[config.mk]
export PLATFORM = sky130hd
export DESIGN_NAME = byte_aligner
export DESIGN_NICKNAME = d
export VERILOG_FILES = /design/src/rtl/byte_aligner.sv
export SDC_FILE = /design/constraint.sdc
export NUM_CORES = 1
export LEC_CHECK = 0
export BUFFER_PORTS_ARGS = -buffer_cell sky130_fd_sc_hd__buf_2
export CORE_MARGIN = 5
export CORE_UTILIZATION = 50
export CTS_CLUSTER_SIZE = 16
export DETAILED_ROUTE_END_ITERATION = 10
export GPL_TIMING_DRIVEN = 0
export HOLD_SLACK_MARGIN = 0.06
export PLACE_DENSITY = 0.71
export SYNTH_ARGS = -nofsm -noshare
export SYNTH_HDL_FRONTEND = slang
export SYNTH_SLANG_ARGS = --single-unit
[constraint.sdc]
create_clock -name clk -period 3.9 [get_ports clk]
set_input_delay 0.585 -clock clk [delete_from_list [all_inputs] [get_ports clk]]
set_output_delay 0.585 -clock clk [all_outputs]
set_load 0.02 [all_outputs]
[src/rtl/byte_aligner.sv]
module byte_aligner #(
  parameter int          W         = 8,
  parameter logic [W-1:0] SYNC_WORD = 8'hA5
) (
  input  logic         clk,
  input  logic         rst_n,
  input  logic         resync,
  input  logic [W-1:0] din,
  output logic [W-1:0] dout,
  output logic         dvalid,
  output logic         locked
);
  localparam int OW = $clog2(W);

  logic [W-1:0]   prev;
  logic [2*W-1:0] win;
  logic [W-1:0]   hit;
  logic [OW-1:0]  sel, ofs, ofs_use;

  assign win = {prev, din};

  for (genvar k = 0; k < W; k++) begin : g_cand
    assign hit[k] = (win[k +: W] == SYNC_WORD);
  end

  always_comb begin
    sel = '0;
    for (int k = W - 1; k >= 0; k--)
      if (hit[k]) sel = OW'(k);
  end

  assign ofs_use = locked ? ofs : sel;

  always_ff @(posedge clk) begin
    if (!rst_n) begin
      prev   <= '0;
      ofs    <= '0;
      dout   <= '0;
      dvalid <= 1'b0;
      locked <= 1'b0;
    end else begin
      prev <= din;
      if (resync) begin
        ofs    <= '0;
        dout   <= '0;
        dvalid <= 1'b0;
        locked <= 1'b0;
      end else if (locked || (|hit)) begin
        ofs    <= ofs_use;
        dout   <= win[ofs_use +: W];
        dvalid <= 1'b1;
        locked <= 1'b1;
      end
    end
  end
endmodule

==> impl_metrics.yaml, run 1 <==
sta:
  holdWs_ps: 469
  worst_slack_ps: 1640
  tns_ps: 0
  max_freq_ghz: 0.442
  setup_violations: 0
  period_share_pct: 58.0
  worst_slew_pin_slew_ps: 794
  skew_ps: 3.92
  relSlewSlack_pct: 46.6
  hold_violations: 0
  rsz0062_at_grt: "no"
  slew_viol_final: 0
  fin_crit_ps: 2260
synthesis:
  syn_nets: 174
  ys_seq_elements: 19
  synth_ff_type: "dfxtp_1"
  synth_edf_count: 0
  syn_inst: 163
  ys_seq_area_share_pct: 25.7
  syn_area_per_cell_sq_um: 9.10
  synth_cell_types: 53
  syn-cell-area_sq_um: 1480
  ys_warn_count: 0
  async_reset_ff_share_pct: 0
clocking:
  clk_pin_slew_ps: 100
  cts_tree: "yes"
  cts_hold_buffers: 0
  postCtsSetupBuffers: 0
  clockRootBuffer: "clkbuf_4"
  clk_latency_ps: 290
  ctsLongestPathBuffers: 2
  cts_resized: 0
  numCtsBuffers: 3
  htreeDepth: 1
  cts_num_sinks: 19
drt:
  routed_wirelength_um: 4000
  drt_iter0_drc: 81
  drtAntennaViolNets: 0
  drtPass1Iterations: 4
  wire_per_inst_um: 18.5
  remaining_drc_errors: 0
  vias_per_cell: 6.48
  num_vias: 1407
global_routing:
  grt_pass1_wl_um: 6460
  antenna_found_initial: 0
  grt_max_degree: 11
  grt_overflow_total: 0
  grt_usage_pct: 19.8
  grt_pass1_vias: 1381
die:
  rows: 19
  start_util_pct: 52.9
  io_pins: 21
  die_y_um: 64.5
  die_x_um: 64.5
  dieArea_sq_um: 4150
  core_area_sq_um: 2810
setup_path:
  cpMaxStageDelayCell: "mux2i_1"
  critPathLaunchType: "input pin"
  reg2reg_to: "dout[5]"
  end_kind: "flop"
  crit_arrival_ps: 2450
  r2r_slack_ps: 1640
  critPathKind: "in2reg"
  crit_chain: "buf_2 -> and4bb_1 -> a21o_1 -> a211oi_4 -> a21o_4 -> mux2i_1 -> a21oi_1 -> a221o_1"
  max_stage_delay_ps: 370
  r2r-start: "prev[2]"
  cp_max_fo: 7
  r2r_cells: 7
  startpoint: "din[2]"
  required_ps: 4090
place:
  io_buffers: 19
  pre_cts_ws_ps: 1340
  globalplace.congestion: 0.964
  dpl.cell_count: 213
  dp_hpwl_um: 3040
final_layout:
  syn2layout_area_growth_pct: 10.8
  layout.nets: 198
  drive_gt1_share_pct: 29.6
  n_fill_cell: 276
  final_cell_mix: "nand2_1, buf_2, dfxtp_1, mux2i_1, a21oi_1"
  diodes: 0
  final_util_pct: 58.6
  final_common_cell: "nand2_1"
  register_area_sq_um: 380
  instances_no_fill: 217
  multi_input_area_sq_um: 1020
hold_path:
  hold_path_class: "reg2reg"
  whs_path_depth: 2
  hp-start: "dout[4]"
  hold_end: "dout[4]"
run:
  drv_cap: 0
power:
  irDropWorstVdd_mv: 0.163
  leakage_uw: 0.000675
  power_density_nw_per_um2: 219
status:
  status: "finished clean"
## worst max path at each step
stage | endpoint | slack (ps) | cells past startpoint
floorplan | dout[4] | 1660 | 8
global placement | dout[3] | 1360 | 8
detailed placement | dout[3] | 1340 | 8
CTS | dout[5] | 1620 | 7
global route | dout[4] | 1520 | 7
finish | dout[3] | 1640 | 8
## registers in the layout (all words and copies together), names as in the netlist
name	flops
dout	8
prev	7
ofs	3
locked	1
## cell type report
class	count	share of cell area [%]
plain buffers	8	4.57
repair buffers	19	5.79
multi-input cells	133	61.8
clock buffers	4	1.60
flip-flops and latches	19	23.2
well taps	31	2.36
inverters	3	0.685
## stage by stage
step / instance area (sq um) / power (uW)
after floorplan: 1480 / 243
final: 1640 / 359
after detailed placement: 1620 / 266
after global placement: 1620 / 263
after global routing: 1640 / 377
after CTS: 1640 / 359
## cells in the mapped netlist, types with 2 or more instances
master | instances | area, sq um
nand2b_1 | 2 | 12.5
o211ai_2 | 2 | 25.0
o21ai_1 | 4 | 20.0
and4bb_4 | 2 | 32.5
and4bb_2 | 4 | 50.1
o211a_1 | 2 | 20.0
mux2_2 | 3 | 33.8
and2_1 | 7 | 43.8
inv_1 | 3 | 11.3
a21oi_1 | 9 | 45.0
nand4bb_1 | 2 | 22.5
buf_4 | 2 | 15.0
nor2_1 | 6 | 22.5
o21ai_0 | 4 | 20.0
mux2i_1 | 11 | 110
a22oi_4 | 2 | 42.5
dfxtp_1 | 19 | 380
a221o_1 | 2 | 20.0
nor3_1 | 2 | 10.0
nand3_1 | 8 | 40.0
o211ai_1 | 4 | 30.0
nand2_1 | 22 | 82.6
and2_2 | 2 | 15.0
a211o_1 | 2 | 17.5
a32oi_1 | 5 | 43.8
buf_2 | 2 | 10.0
and4bb_1 | 4 | 50.1
## routing by layer
layer	wire length [um]	GRT usage (%)	vias up
met5	0	0	-
li1	-	-	678
met3	226	2.76	8
met2	1880	32.2	54
met4	72	9.23	0
met1	1830	25.9	667
## cell families (layout without fill, tap and decap cells)
kind of cell,count (synthesis),count (layout),synth area share (%)
AO/OA/AOI/OAI,53,53,30.6
buffers and inverters,11,34,5.82
flip-flops,19,19,25.7
multiplexers,14,14,9.70
AND/OR/NAND/NOR,66,66,28.2
## where the power goes
group          switching [uW]  internal [uW]  leakage [uW]
clock network            57.2           39.8     0.0000150
registers                6.14            199      0.000155
logic                    32.4           25.0      0.000505
## worst max-delay path, delay by kind of cell
| family | cells | cell delay, ps |
|---|---|---|
| compound gates | 5 | 1050 |
| simple gates | 1 | 270 |
| mux | 1 | 370 |
| buf+inv | 1 | 170 |
(Power assumes the default switching activity.)
==> inputs of run 2 (changes only) <==
==> constraint.sdc (replaced) <==
create_clock -name clk -period 2.29 [get_ports clk]
set_input_delay 0.3435 -clock clk [delete_from_list [all_inputs] [get_ports clk]]
set_output_delay 0.3435 -clock clk [all_outputs]
set_load 0.02 [all_outputs]
==> run 2 against run 1 <==
Against the previous run:
- sequential share of layout area up 0.13 points
- sequential power rose by 71%
- non-clock buffer count is the same
- critical path type is now reg2reg
- setup slack worse by 1500 ps
- critical endpoint is now dout[5]
- count of clock-buffer cells in the layout is the same
- critical path depth decreased by 1
- cell count unchanged
- worst hold slack worse by 180 ps
- first-iteration DRC count is 11% lower
==> impl_metrics.yaml, run 2 (synthesized netlist as in run 1, its figures left out) <==
drt:
  route.met2.wl_um: 1880
  drt_iter0_drc: 72
  vias_per_cell: 6.49
  drtPass1Iterations: 4
  drtAntennaViolNets: 0
  highest_layer: "met4"
  wire_per_inst_um: 18.5
  wl_met3_um: 212
  remaining_drc_errors: 0
  num_vias: 1409
  routed_wirelength_um: 4020
  wl_met1_um: 1850
setup_path:
  required_ps: 2470
  r2r-start: "prev[0]"
  cp_max_fo: 8
  critPathLaunchType: "flop"
  r2r_slack_ps: 110
  startpoint: "prev[0]"
  end_kind: "flop"
  r2r_cells: 7
  crit_arrival_ps: 2350
  reg2reg_to: "dout[5]"
  crit_path_end: "dout[5]"
  critPathKind: "reg2reg"
final_layout:
  instances_no_fill: 217
  largestRegisters: "dout (8), prev (7), ofs (3)"
  largest_register_ffs: 8
  layout.nets: 198
  final_cell_mix: "nand2_1, buf_2, dfxtp_1, mux2i_1, a21oi_1"
  syn2layout_area_growth_pct: 11.6
  regMostFlops: "dout"
  diodes: 0
  final_common_cell: "nand2_1"
  n_fill_cell: 272
  drive_gt1_share_pct: 32.8
die:
  core_area_sq_um: 2810
  rows: 19
  dieArea_sq_um: 4150
  die_x_um: 64.5
  start_util_pct: 52.9
  io_pins: 21
  die_y_um: 64.5
sta:
  worst_slack_ps: 114
  rsz0062_at_grt: "no"
  relSlewSlack_pct: 45.6
  hold_violations: 0
  worst_slew_pin_slew_ps: 810
  setup_violations: 0
  skew_ps: 4.70
  fin_crit_ps: 2180
  period_share_pct: 95.0
  slew_viol_final: 0
  max_freq_ghz: 0.460
  holdWs_ps: 287
clocking:
  clk_latency_ps: 290
  cts_hold_buffers: 0
  cts_num_sinks: 19
  clk_pin_slew_ps: 100
  clockRootBuffer: "clkbuf_4"
  cts_tree: "yes"
  ctsLongestPathBuffers: 2
  numCtsBuffers: 3
  postCtsSetupBuffers: 0
  htreeDepth: 1
global_routing:
  antenna_found_initial: 0
  grt_max_degree: 11
  grt_usage_pct: 19.8
  grt_pass1_vias: 1381
  grt_overflow_total: 0
  grt_pass1_wl_um: 6460
status:
  status: "finished clean"
place:
  pre_cts_ws_ps: -27.5
  io_buffers: 19
  globalplace.congestion: 0.964
  dpl.cell_count: 213
  dp_hpwl_um: 3040
hold_path:
  hold_path_class: "in2reg"
run:
  drv_cap: 0
power:
  leakage_uw: 0.000679
  irDropWorstVdd_mv: 0.279
  power_density_nw_per_um2: 369
## run 2: cell type report
cell class / instances / area [sq um] / area share [%]
Inverter: 3 / 11.3 / 0.680
Buffer: 8 / 75.1 / 4.54
Tap cell: 31 / 38.8 / 2.34
Timing Repair Buffer: 19 / 95.1 / 5.74
Clock buffer: 4 / 26.3 / 1.59
Multi-Input combinational cell: 133 / 1020 / 61.8
Sequential cell: 19 / 385 / 23.3
## run 2: worst max-delay path: stages (launching register included)
cell	delay [ps]
dfxtp_2	410
and4bb_2	280
a22oi_2	320
nand2_1	140
a21boi_2	200
mux2_2	390
o211ai_1	210
o211ai_2	110
## run 2: metrics by stage
step / TNS, ps / utilization (%) / instance area (sq um) / total power, uW
after floorplan: 0 / - / 1480 / 414
after global placement: -7.20 / 57.6 / 1620 / 449
after detailed placement: -31.4 / 57.6 / 1620 / 452
after CTS: 0 / 58.6 / 1640 / 612
final: 0 / 59.0 / 1660 / 611
after global routing: 0 / 59.0 / 1660 / 644
## run 2: per-layer routing
metal  vias up  global-route usage (%)
met2        44                    32.2
met1       681                    25.9
met3         8                    2.76
met5         -                       0
li1        676                       -
met4         0                    9.23
## run 2: how the worst min path moves through the flow
stage	from	end	slack, ps	depth (start not counted)
after floorplan	din[0]	prev[0]	470	1
after global placement	dout[5]	dout[5]	440	2
after detailed placement	dout[4]	dout[4]	440	2
after CTS	din[0]	prev[0]	280	2
after global routing	din[0]	prev[0]	270	2
final	din[0]	prev[0]	290	2
## run 2: timing repair
item / 4_1_cts / 5_1_grt
gates resized for setup: 0 / 6
endpoints found under the hold margin: 0 / 0
endpoints found under the setup margin: 0 / 5
## run 2: report_power, final
group | total [uW] | internal (uW) | switching, uW
logic | 98.5 | 43.2 | 55.4
registers | 350 | 339 | 10.8
clock network | 163 | 67.7 | 95.3
total | 611 | 450 | 161
==> inputs of run 3 (changes only) <==
==> constraint.sdc (replaced) <==
create_clock -name clk -period 2.29 [get_ports clk]
set_input_delay 0.3435 -clock clk [delete_from_list [all_inputs] [get_ports clk]]
set_output_delay 0.3435 -clock clk [all_outputs]
set_load 0.1 [all_outputs]
==> run 3 against run 2 <==
Against the previous run:
- sequential share of layout area increased by 0.29 points
- clock skew increased by 7.3 ps
- cell count is the same
- critical endpoint unchanged
- highest routed layer unchanged
==> impl_metrics.yaml, run 3 (synthesized netlist as in run 1, its figures left out) <==
status:
  status: "finished clean"
power:
  seqPwrFrac_pct: 56.7
  leakage_uw: 0.000680
  power_density_nw_per_um2: 372
  comb_power_share_pct: 17.0
  intPower_uw: 449
  irDropWorstVdd_mv: 0.240
  clockPowerShare_pct: 26.3
  power.switching_uw: 168
  p_sw_share_pct: 27.2
final_layout:
  largestRegisters: "dout (8), prev (7), ofs (3)"
  drive_gt1_share_pct: 34.4
  final_cell_mix: "nand2_1, buf_2, dfxtp_1, mux2i_1, a21oi_1"
  layout.nets: 198
  syn2layout_area_growth_pct: 12.1
  final_common_cell: "nand2_1"
  regMostFlops: "dout"
  largest_register_ffs: 8
  diodes: 0
  design_area_sq_um: 1660
setup_path:
  critPathKind: "reg2reg"
  critPathBufInv: 0
  crit_arrival_ps: 2330
  max_stage_delay_ps: 400
  cp_max_fo: 8
  critical-path-top-delay-family: "compound AO/OA/AOI/OAI gates"
  end_kind: "flop"
  critPathLaunchType: "flop"
  required_ps: 2460
  crit_chain: "and4bb_2 -> a22oi_2 -> nand2_1 -> a21boi_2 -> mux2_2 -> o211ai_1 -> o211ai_2"
  cpMaxStageDelayCell: "dfxtp_4"
global_routing:
  grt_pass1_wl_um: 6620
  antenna_found_initial: 0
  grt_pass1_vias: 1399
  grt_usage_pct: 20.0
  grt_overflow_total: 0
  grt_max_degree: 11
sta:
  skew_ps: 12.0
  hold_violations: 0
  slew_viol_final: 0
  period_share_pct: 94.5
  rsz0062_at_grt: "no"
  relSlewSlack_pct: 48.2
  worst_slew_pin_slew_ps: 771
  setup_violations: 0
  worst_slack_ps: 125
  fin_crit_ps: 2160
  max_freq_ghz: 0.462
die:
  die_x_um: 64.5
  core_area_sq_um: 2810
  die_y_um: 64.5
  start_util_pct: 52.9
  rows: 19
  dieArea_sq_um: 4150
  io_pins: 21
clocking:
  cts_num_sinks: 19
  clk_latency_ps: 290
  numCtsBuffers: 3
  cts_resized: 0
  htreeDepth: 1
  cts_tree: "yes"
  clk_pin_slew_ps: 90
  clockRootBuffer: "clkbuf_4"
  cts_hold_buffers: 0
  postCtsSetupBuffers: 0
  ctsLongestPathBuffers: 2
place:
  pre_cts_ws_ps: -31.3
  io_buffers: 19
  dpl-instance-area_sq_um: 1620
  dp_hpwl_um: 3080
  globalplace.congestion: 0.974
drt:
  num_vias: 1437
  remaining_drc_errors: 0
  drt_iter0_drc: 85
  routed_wirelength_um: 4040
  drtAntennaViolNets: 0
  vias_per_cell: 6.62
  drtPass1Iterations: 4
  wire_per_inst_um: 18.6
run:
  drv_cap: 0
hold_path:
  hold_path_class: "in2reg"
run 3: cell type report:
cell class              count  area [sq um]
well taps                  31          38.8
multi-input cells         133          1020
clock buffers               4          26.3
inverters                   3          11.3
plain buffers               8          75.1
repair buffers             19          95.1
fillers                   262          1140
flip-flops and latches     19           392
run 3: final timing paths:
kind	slack, ps	endpoint	cells after the start	start
min reg2reg	470	dout[5]	2	dout[5]
max	130	dout[5]	7	prev[0]
min	300	prev[0]	2	din[0]
max reg2reg	130	dout[5]	7	prev[0]
run 3: per-stage QoR:
step	instances	util [%]	TNS [ps]	total power (uW)	hold WS [ps]
floorplan	163	-	0	421	465
global placement	213	57.7	-12.2	456	443
detailed placement	213	57.7	-45.7	459	450
CTS	217	58.6	0	621	288
global route	217	59.2	0	650	275
finish	217	59.2	0	618	297
run 3: power groups by stage:
stage	Sequential [uW]	Combinational, uW	Clock [uW]
6_report	350	105	163
2_1_floorplan	359	61.5	0
5_1_grt	351	113	186
4_1_cts	348	103	169
3_3_place_gp	355	100	0
3_5_place_dp	356	103	0
run 3: per-layer routing:
metal  global-route usage [%]  wire [um]  up-vias
met2                     33.2       1940       41
li1                         -          -      673
met3                     2.76        203        6
met5                        0          0        -
met4                     7.39         78        0
met1                     26.5       1820      717
